<file path="src/rtl/sercfg_pkg.sv">
package sercfg_pkg;
  localparam int NUM_CH    = 8;
  localparam int WORD_W    = 32;
  localparam int ADDR_W    = 4;
  localparam int MODE_W    = 2;
  localparam int DIV_W     = 8;
  localparam int DLY_W     = 4;
  localparam int PINMODE_W = 4;
  localparam int RDIV_W    = 12;
  localparam int NDIV_W    = 18;
  localparam int GAIN_W    = 2;

  localparam int ADDR_PRESCALE = 11;
  localparam int ADDR_PLL_CTRL = 14;
  localparam int ADDR_PLL_FB   = 15;

  localparam int SOFT_RST_BIT = 31;
  localparam int PRESCALE_BIT = 15;
  localparam int CH_LSB       = 4;
  localparam int PLLA_LSB     = 8;
  localparam int NDIV_LSB     = 8;
  localparam int GAIN_LSB     = 30;

  typedef struct packed {
    logic [MODE_W-1:0] mode;
    logic              en;
    logic [DIV_W-1:0]  div;
    logic [DLY_W-1:0]  dly;
  } chCfg_t;

  typedef struct packed {
    logic                 globalEn;
    logic                 powerDown;
    logic                 cpTri;
    logic                 cpPol;
    logic [PINMODE_W-1:0] pinMode;
    logic [RDIV_W-1:0]    refDiv;
  } pllA_t;

  typedef struct packed {
    logic [GAIN_W-1:0] gain;
    logic [NDIV_W-1:0] fbDiv;
  } pllB_t;

  typedef struct packed {
    logic shiftEn;
    logic bitIn;
    logic commit;
  } strobe_t;

  localparam int CH_W   = $bits(chCfg_t);
  localparam int PLLA_W = $bits(pllA_t);

  localparam chCfg_t CH_DEFAULT = '{mode: '0, en: 1'b0, div: DIV_W'(1), dly: '0};
  localparam pllA_t PLLA_DEFAULT = '{globalEn: 1'b1, powerDown: 1'b0, cpTri: 1'b0,
                                     cpPol: 1'b0, pinMode: '0, refDiv: RDIV_W'(10)};
  localparam pllB_t PLLB_DEFAULT = '{gain: '0, fbDiv: NDIV_W'(760)};
endpackage

</file>
<file path="src/rtl/sercfg_ctrl.sv">
module sercfg_ctrl
  import sercfg_pkg::*;
#(
  parameter int SYNC_STAGES = 2
) (
  input  logic    clk,
  input  logic    rst_n,
  input  logic    serClk,
  input  logic    serData,
  input  logic    serLatch,
  output strobe_t stb
);
  localparam int LINES = 3;

  logic [SYNC_STAGES-1:0][LINES-1:0] pipe;
  logic [LINES-1:0] synced;
  logic prevClk;
  logic prevLatch;

  // bit 0: clock, bit 1: data, bit 2: latch
  always_ff @(posedge clk or negedge rst_n) begin
    if (!rst_n) begin
      pipe      <= '0;
      prevClk   <= 1'b0;
      prevLatch <= 1'b0;
    end else begin
      pipe[0] <= {serLatch, serData, serClk};
      for (int s = 1; s < SYNC_STAGES; s++) pipe[s] <= pipe[s-1];
      prevClk   <= synced[0];
      prevLatch <= synced[2];
    end
  end

  assign synced = pipe[SYNC_STAGES-1];

  always_comb begin
    stb.shiftEn = synced[0] & ~prevClk & ~synced[2];
    stb.bitIn   = synced[1];
    stb.commit  = synced[2] & ~prevLatch;
  end

  AST_COMMIT_SINGLE: assert property (@(posedge clk) disable iff (!rst_n)
    stb.commit |=> !stb.commit);
endmodule

</file>
<file path="src/rtl/sercfg_regs.sv">
module sercfg_regs
  import sercfg_pkg::*;
#(
  parameter int NCH = NUM_CH
) (
  input  logic                 clk,
  input  logic                 rst_n,
  input  strobe_t              stb,
  output chCfg_t [NCH-1:0]     chCfg,
  output pllA_t                pllA,
  output pllB_t                pllB,
  output logic                 prescale
);
  logic [WORD_W-1:0] shReg;
  logic [ADDR_W-1:0] wAddr;
  logic              softRst;
  logic              addrListed;

  assign wAddr   = shReg[ADDR_W-1:0];
  assign softRst = stb.commit && (wAddr == '0) && shReg[SOFT_RST_BIT];

  always_comb begin
    addrListed = (32'(wAddr) < NCH)
              || (32'(wAddr) == ADDR_PRESCALE)
              || (32'(wAddr) == ADDR_PLL_CTRL)
              || (32'(wAddr) == ADDR_PLL_FB);
  end

  always_ff @(posedge clk or negedge rst_n) begin
    if (!rst_n) shReg <= '0;
    else if (stb.shiftEn) shReg <= {shReg[WORD_W-2:0], stb.bitIn};
  end

  for (genvar i = 0; i < NCH; i++) begin : g_ch
    chCfg_t chQ;
    logic   chWe;
    assign chWe = stb.commit && !softRst && (wAddr == ADDR_W'(i));
    always_ff @(posedge clk or negedge rst_n) begin
      if (!rst_n)       chQ <= CH_DEFAULT;
      else if (softRst) chQ <= CH_DEFAULT;
      else if (chWe)    chQ <= chCfg_t'(shReg[CH_LSB +: CH_W]);
    end
    assign chCfg[i] = chQ;
  end

  always_ff @(posedge clk or negedge rst_n) begin
    if (!rst_n) begin
      pllA     <= PLLA_DEFAULT;
      pllB     <= PLLB_DEFAULT;
      prescale <= 1'b0;
    end else if (softRst) begin
      pllA     <= PLLA_DEFAULT;
      pllB     <= PLLB_DEFAULT;
      prescale <= 1'b0;
    end else if (stb.commit) begin
      if (32'(wAddr) == ADDR_PRESCALE) prescale <= shReg[PRESCALE_BIT];
      if (32'(wAddr) == ADDR_PLL_CTRL) pllA <= pllA_t'(shReg[PLLA_LSB +: PLLA_W]);
      if (32'(wAddr) == ADDR_PLL_FB) begin
        pllB.gain  <= shReg[GAIN_LSB +: GAIN_W];
        pllB.fbDiv <= shReg[NDIV_LSB +: NDIV_W];
      end
    end
  end

  AST_SHIFT_ORDER: assert property (@(posedge clk) disable iff (!rst_n)
    stb.shiftEn |=> (shReg[0] == $past(stb.bitIn))
                 && (shReg[WORD_W-1:1] == $past(shReg[WORD_W-2:0])));

  AST_HOLD_IDLE: assert property (@(posedge clk) disable iff (!rst_n)
    !stb.commit |=> $stable(chCfg) && $stable(pllA) && $stable(pllB)
                 && $stable(prescale));

  AST_SOFT_DEFAULTS: assert property (@(posedge clk) disable iff (!rst_n)
    softRst |=> (chCfg == {NCH{CH_DEFAULT}}) && (pllA == PLLA_DEFAULT)
             && (pllB == PLLB_DEFAULT) && !prescale);

  AST_UNLISTED_IGNORED: assert property (@(posedge clk) disable iff (!rst_n)
    (stb.commit && !addrListed) |=> $stable(chCfg) && $stable(pllA)
                                 && $stable(pllB) && $stable(prescale));
endmodule

</file>
<file path="src/rtl/sercfg_port.sv">
module sercfg_port
  import sercfg_pkg::*;
#(
  parameter int NCH         = NUM_CH,
  parameter int SYNC_STAGES = 2
) (
  input  logic                    clk,
  input  logic                    rst_n,
  input  logic                    serClk,
  input  logic                    serData,
  input  logic                    serLatch,
  output logic [NCH*MODE_W-1:0]   chMode,
  output logic [NCH-1:0]          chEnable,
  output logic [NCH*DIV_W-1:0]    chDivCode,
  output logic [NCH*DLY_W-1:0]    chDelay,
  output logic                    lockPrescale,
  output logic                    outGlobalEn,
  output logic                    powerDown,
  output logic                    pumpTristate,
  output logic                    pumpPolarity,
  output logic [PINMODE_W-1:0]    statusPinMode,
  output logic [RDIV_W-1:0]       refDivider,
  output logic [NDIV_W-1:0]       fbDivider,
  output logic [GAIN_W-1:0]       pumpGain
);
  strobe_t          stb;
  chCfg_t [NCH-1:0] chCfg;
  pllA_t            pllA;
  pllB_t            pllB;

  sercfg_ctrl #(.SYNC_STAGES(SYNC_STAGES)) u_ctrl (
    .clk(clk), .rst_n(rst_n), .serClk(serClk), .serData(serData),
    .serLatch(serLatch), .stb(stb)
  );

  sercfg_regs #(.NCH(NCH)) u_regs (
    .clk(clk), .rst_n(rst_n), .stb(stb), .chCfg(chCfg), .pllA(pllA),
    .pllB(pllB), .prescale(lockPrescale)
  );

  for (genvar i = 0; i < NCH; i++) begin : g_out
    assign chMode[i*MODE_W +: MODE_W] = chCfg[i].mode;
    assign chEnable[i]                = chCfg[i].en;
    assign chDivCode[i*DIV_W +: DIV_W] = chCfg[i].div;
    assign chDelay[i*DLY_W +: DLY_W]   = chCfg[i].dly;
  end

  assign outGlobalEn   = pllA.globalEn;
  assign powerDown     = pllA.powerDown;
  assign pumpTristate  = pllA.cpTri;
  assign pumpPolarity  = pllA.cpPol;
  assign statusPinMode = pllA.pinMode;
  assign refDivider    = pllA.refDiv;
  assign fbDivider     = pllB.fbDiv;
  assign pumpGain      = pllB.gain;
endmodule

</file>
<file path="config.mk">
export PLATFORM = sky130hd
export DESIGN_NAME = sercfg_port
export DESIGN_NICKNAME = d
export VERILOG_FILES = /design/src/rtl/sercfg_pkg.sv /design/src/rtl/sercfg_ctrl.sv /design/src/rtl/sercfg_regs.sv /design/src/rtl/sercfg_port.sv
export SDC_FILE = /design/constraint.sdc
export NUM_CORES = 1
export LEC_CHECK = 0
export BUFFER_PORTS_ARGS = -buffer_cell sky130_fd_sc_hd__buf_4
export CORE_ASPECT_RATIO = 1.1
export CORE_MARGIN = 2
export CORE_UTILIZATION = 45
export DETAILED_ROUTE_END_ITERATION = 12
export PLACE_DENSITY = 0.67
export SLEW_MARGIN = 30
export SYNTH_ARGS = -nofsm -noshare
export SYNTH_HDL_FRONTEND = slang
export SYNTH_SLANG_ARGS = --single-unit
</file>
<file path="constraint.sdc">
create_clock -name clk -period 2.1 [get_ports clk]
set_input_delay 0.21 -clock clk [delete_from_list [all_inputs] [get_ports clk]]
set_output_delay 0.21 -clock clk [all_outputs]
set_load 0.01 [all_outputs]
</file>
Yosys cells after proc, flatten, opt, wreduce, memory -nomap -nowiden
Cells that the tools add are included.
Cells by class
  bitwise operators: 6
  reductions and logical operators: 28
  eq/ne operators: 10
  muxes and demuxes: 25
Operator list (count)
  two-way mux 15 bit: 16
  two-way mux 20 bit: 6
  nonzero test 2 bit: 12
  equality test 4 x 3 -> 1 bit, second input constant: 4
  equality test 4 bit, second input constant: 3
  logical AND 1 bit: 11
  equality test 4 x 2 -> 1 bit, second input constant: 2
  AND reduction 2 bit: 3
  equality test 4 x 1 -> 1 bit, second input constant: 1
  logical NOT 4 bit: 1
  AND 1 bit: 3
  two-way mux 1 bit: 3
  NOT 1 bit: 3
  logical NOT 1 bit: 1
Word-level totals
  word-level logic and storage cells: 115
  bits in registers: 201
  output and inout port bits: 161

Logic depth before layout (Yosys ltp)
  word-level depth: 9
  gate-level depth with buffers: 8
  gate-level depth less buffers: 3

By module
From an unflattened synthesis, not the netlist that was laid out.
Second synthesis, totals
  cells, all modules: 788
  area, all modules: 8409.3 um2
By module, submodules not included
  sercfg_regs: area an instance 8180.3 um2, cells each 777, seq. area each 4850.9 um2, times used 1
  sercfg_ctrl: area an instance 229.0 um2, cells each 11, seq. area each 200.2 um2, times used 1

Worst setup path after synthesis
Ideal clock, no wire load.
  kind: flip-flop to flip-flop
  from: register u_ctrl.prevLatch
  to: register u_regs.g_ch[7].chQ (netlist bit u_regs.chCfg[110])
  clock period less this slack: 1.722 ns
  buffers on the path: 5
  stages on the path, launching flop included: 9
  data arrival time: 1.599 ns
  library setup time: 0.123 ns
  path slack: 0.378 ns
  cells stage by stage: dfrtp_1 buf_6 or4b_1 buf_6 nor2_8 buf_8 buf_8 buf_12 a21oi_1
On the way
  cells in the longest elaborated chain, start to end: 8
  elaborated cells between the ends (all ways): 9
  those cells by class: mux: 1; bitwise: 2; reduce/logical: 6
Ends and longest elaborated chain
  start: declaration: line sercfg_ctrl.sv:18  | logic prevLatch;
  start signal: assignment: line sercfg_ctrl.sv:30  | prevLatch <= synced[2];
  NOT 1 bit *: line sercfg_ctrl.sv:39  | stb.commit = synced[2] & ~prevLatch;
  AND 1 bit *: line sercfg_ctrl.sv:39
  logical AND 1 bit (2 in series): line sercfg_regs.sv:20  | assign softRst = stb.commit && (wAddr == '0) && shReg[SOFT_RST_BIT];
  logical NOT 1 bit: line sercfg_regs.sv:37  | assign chWe = stb.commit && !softRst && (wAddr == ADDR_W'(i));
  logical AND 1 bit (2 in series): line sercfg_regs.sv:37
  nonzero test 2 bit (no source line)
  end signal: assignment: line sercfg_regs.sv:41  | else if (chWe) chQ <= chCfg_t'(shReg[CH_LSB +: CH_W]);
  end: declaration: line sercfg_regs.sv:35  | chCfg_t chQ;
Mark *: on every way between the ends. The rest lies on a longest branch, timed or not.
A chain may end at the register's enable or synchronous reset.

Worst setup path in the final report
  from: register u_ctrl.pipe (netlist bit u_ctrl.synced[2])
  to: register u_regs.pllB[7] (netlist name)
On the way
  cells in the longest elaborated chain, start to end: 5
  elaborated cells between the ends (all ways): 7
  those cells by class: mux: 1; bitwise: 1; reduce/logical: 5
Ends and longest elaborated chain
  start: declaration: line sercfg_ctrl.sv:15  | logic [SYNC_STAGES-1:0][LINES-1:0] pipe;
  AND 1 bit *: line sercfg_ctrl.sv:39
  logical AND 1 bit (2 in series): line sercfg_regs.sv:20
  nonzero test 2 bit (no source line)
  AND reduction 2 bit (no source line)
Marked as above.

==> flow_summary.ini <==
[status]
run_status = finished, final reports clean

[finish]
layout_commonest_cell = buf_4
drive_gt1_share_pct = 29.8
syn2layout_area_growth_pct = 25.1
utilization_pct = 56.9
num_antenna_cells = 0
final_cell_mix = 194 x buf_4, 184 x dfrtp_1, 156 x o21ai_0, 112 x nand3_1, 105 x a21oi_1
nets = 1002
fillerInstances = 1711

[logic_synthesis]
ys_seq_elements = 201
syn_inst = 871
synth.distinct_cells = 39
synth_top_family_by_area = compound AO/OA/AOI/OAI gates
async_reset_ff_share_pct = 100
synth.avg_cell_area_um2 = 10.3
synth_xor_area_share_pct = 0
syn-cell-area_um2 = 8940
synth_edf_count = 0
ys_seq_area_share_pct = 56.5
synth_compound_area_share_pct = 16.6
synth_ff_type = dfrtp_1
ys_warn_count = 0
synthAdderAreaFrac_pct = 0
synth_fp_nets = 876
yosys.area_share.simple_pct = 13.2
synthMuxAreaShare_pct = 7.95

[sta]
timing.final.crit_share_pct = 92.1
worst_pin_slew_ns = 0.720
rsz0062_at_grt = false
fmax_mhz = 517
skew_ns = 0.0126
finalSetupViolCount = 0
hold_viol_final = 0
fin_tns_setup_ns = 0
setup_ws_ns = 0.166
slew_headroom_pct = 52.0
final_max_slew_viol_count = 0
period_needed_ns = 1.93

[critical_path]
reg2reg_depth = 5
critPathLaunchType = register
cp.required_ns = 2.52
slowest_stage = nor4b_2
path_cells = buf_4, nor4b_2, buf_4, nand3_2, a21oi_1
reg2reg_slack_ns = 0.17
crit_path_max_incr_delay_ns = 0.40
critPathMaxFanout = 29
crit_path_frequent_cell = buf_4
cp-end-kind = register
r2r-start = u_ctrl.synced[2]
arrival_ns = 2.35
path_class = register to register
reg2reg_to = u_regs.pllB[7]

[power]
p_total_mw = 10.4
leakagePower_nw = 5.19
p_per_area_nw_per_um2 = 929
vdd_drop_max_mv = 0.561

[clock_network]
clk_pin_slew_worst_paths_ns = 0.05
tritoncts = done
cts-resized-gates = 0
cts_sinks = 201
clock_latency_ns = 0.51
cts-root-buf = clkbuf_16
cts_inserted_buffers = 22
h-tree-depth = 1
cts_buffer_depth = 3

[floorplan]
fp.dieArea_um2 = 21000
die_h_um = 152
fp-row-count = 54
die_w_um = 138
ios = 166
coreArea_um2 = 19700
initial_utilization_pct = 45.5

[detailed_routing]
ant_nets = 0
m1WireLength_um = 10800
dr_wl_met2_um = 12000
drt_iter0_markers = 428
vias = 7260
routedWlPerCell_um = 20.3
drt-total-wl_um = 25700
drc = 0
dr_wl_met3_um = 2380
first_pass_iters = 5
topRoutingLayerUsed = met4
viasPerCell = 5.74

[grt]
grt_pass1_vias = 7186
grt_max_degree = 66
grtUsageTotal_pct = 24.1
grt_pass1_wl_um = 41000
antenna_found_initial = 0
grt_overflow_total = 0

[placed_design]
routabilityCongestion = 0.798
port_buffers = 165
place_hpwl_um = 15600
preCtsSetupSlack_ns = 0.161

[worst_hold_path]
hold_path.class = primary input to async pin

[run]
drv_cap = 0
-- sequential cells by signal, indices dropped and copies added (netlist names) --
signal            count
u_regs.chCfg        120
u_regs.shReg         32
u_regs.pllA          20
u_regs.pllB          20
u_ctrl.pipe           3
u_ctrl.synced         3
u_ctrl.prevClk        1
u_ctrl.prevLatch      1
u_regs.prescale       1
-- kinds of logic (layout without fill, tap and decap cells) --
logic type             after synthesis  after routing
AO/OA/AOI/OAI                      286            286
flip-flops                         201            201
buffers and inverters              105            247
multiplexers                        67             67
AND/OR/NAND/NOR                    212            212
-- cell type report --
cell class,instances,area (um^2),share of cell area (%)
clock buffer,37,688,6.15
multi-input combinational,565,3410,30.5
timing repair buffer,207,1670,14.9
clock inverter,3,42.5,0.380
sequential,201,5050,45.2
tap,252,315,2.82
-- layer usage --
| layer | track usage (%) | vias up |
|---|---|---|
| met4 | 6.75 | 0 |
| met1 | 33.5 | 3619 |
| met2 | 37.1 | 272 |
| li1 | - | 3336 |
| met3 | 7.03 | 33 |
| met5 | 0 | - |
-- critical path: cells and delay by family, from the launching register on --
family	cells	cell delay [ns]
AOI/OAI and AO/OA	1	0.28
buffers and inverters	2	0.47
DFF	1	0.34
and+or+nand+nor	2	0.75
-- power by group --
part	switching [mW]	total, mW	internal [mW]	leakage [nW]
combinational	1.23	1.96	0.737	2.15
clock	1.53	3.88	2.35	0.354
sequential	0.359	4.55	4.19	2.69
-- synth_stat cells, drive strengths merged, types with 17 or more instances --
| library cell | count | share of area [%] |
|---|---|---|
| clkbuf | 64 | 2.7 |
| dfstp | 17 | 5.0 |
| nand2 | 33 | 1.4 |
| buf | 41 | 3.0 |
| mux2i | 35 | 3.9 |
| o21ai | 166 | 9.3 |
| nand3 | 113 | 6.4 |
| and3b | 19 | 1.9 |
| mux2 | 32 | 4.0 |
| a21oi | 109 | 6.3 |
| nand2b | 17 | 1.2 |
| dfrtp | 184 | 52 |
-- what timing repair did --
action	4_1_cts	5_1_grt
hold buffers	4	0
hold endpoints to repair	54	0
setup buffers	0	0
endpoints found under the setup margin	0	0
-- how the worst max path moves through the flow --
stage,startpoint,endpoint,slack [ns],cells past startpoint
2_1_floorplan,u_ctrl.prevLatch,u_regs.chCfg[110],0.38,8
3_3_place_gp,u_regs.shReg[3],u_regs.pllA[17],0.22,4
3_5_place_dp,u_ctrl.synced[2],u_regs.pllB[7],0.16,5
4_1_cts,u_ctrl.synced[2],u_regs.pllB[7],0.15,5
5_1_grt,u_ctrl.synced[2],u_regs.pllA[19],0.04,5
6_report,u_ctrl.synced[2],u_regs.pllB[7],0.17,5
-- per-stage QoR --
step	hold slack, ns	cell area (um^2)	std cells
final	0.282	11200	1265
after detailed placement	0.254	10400	1221
after CTS	0.292	11200	1265
after floorplan	-0.0856	8940	871
after global placement	0.250	10400	1221
after global routing	0.323	11200	1265
Note: power is estimated with default switching activity, not from simulation.
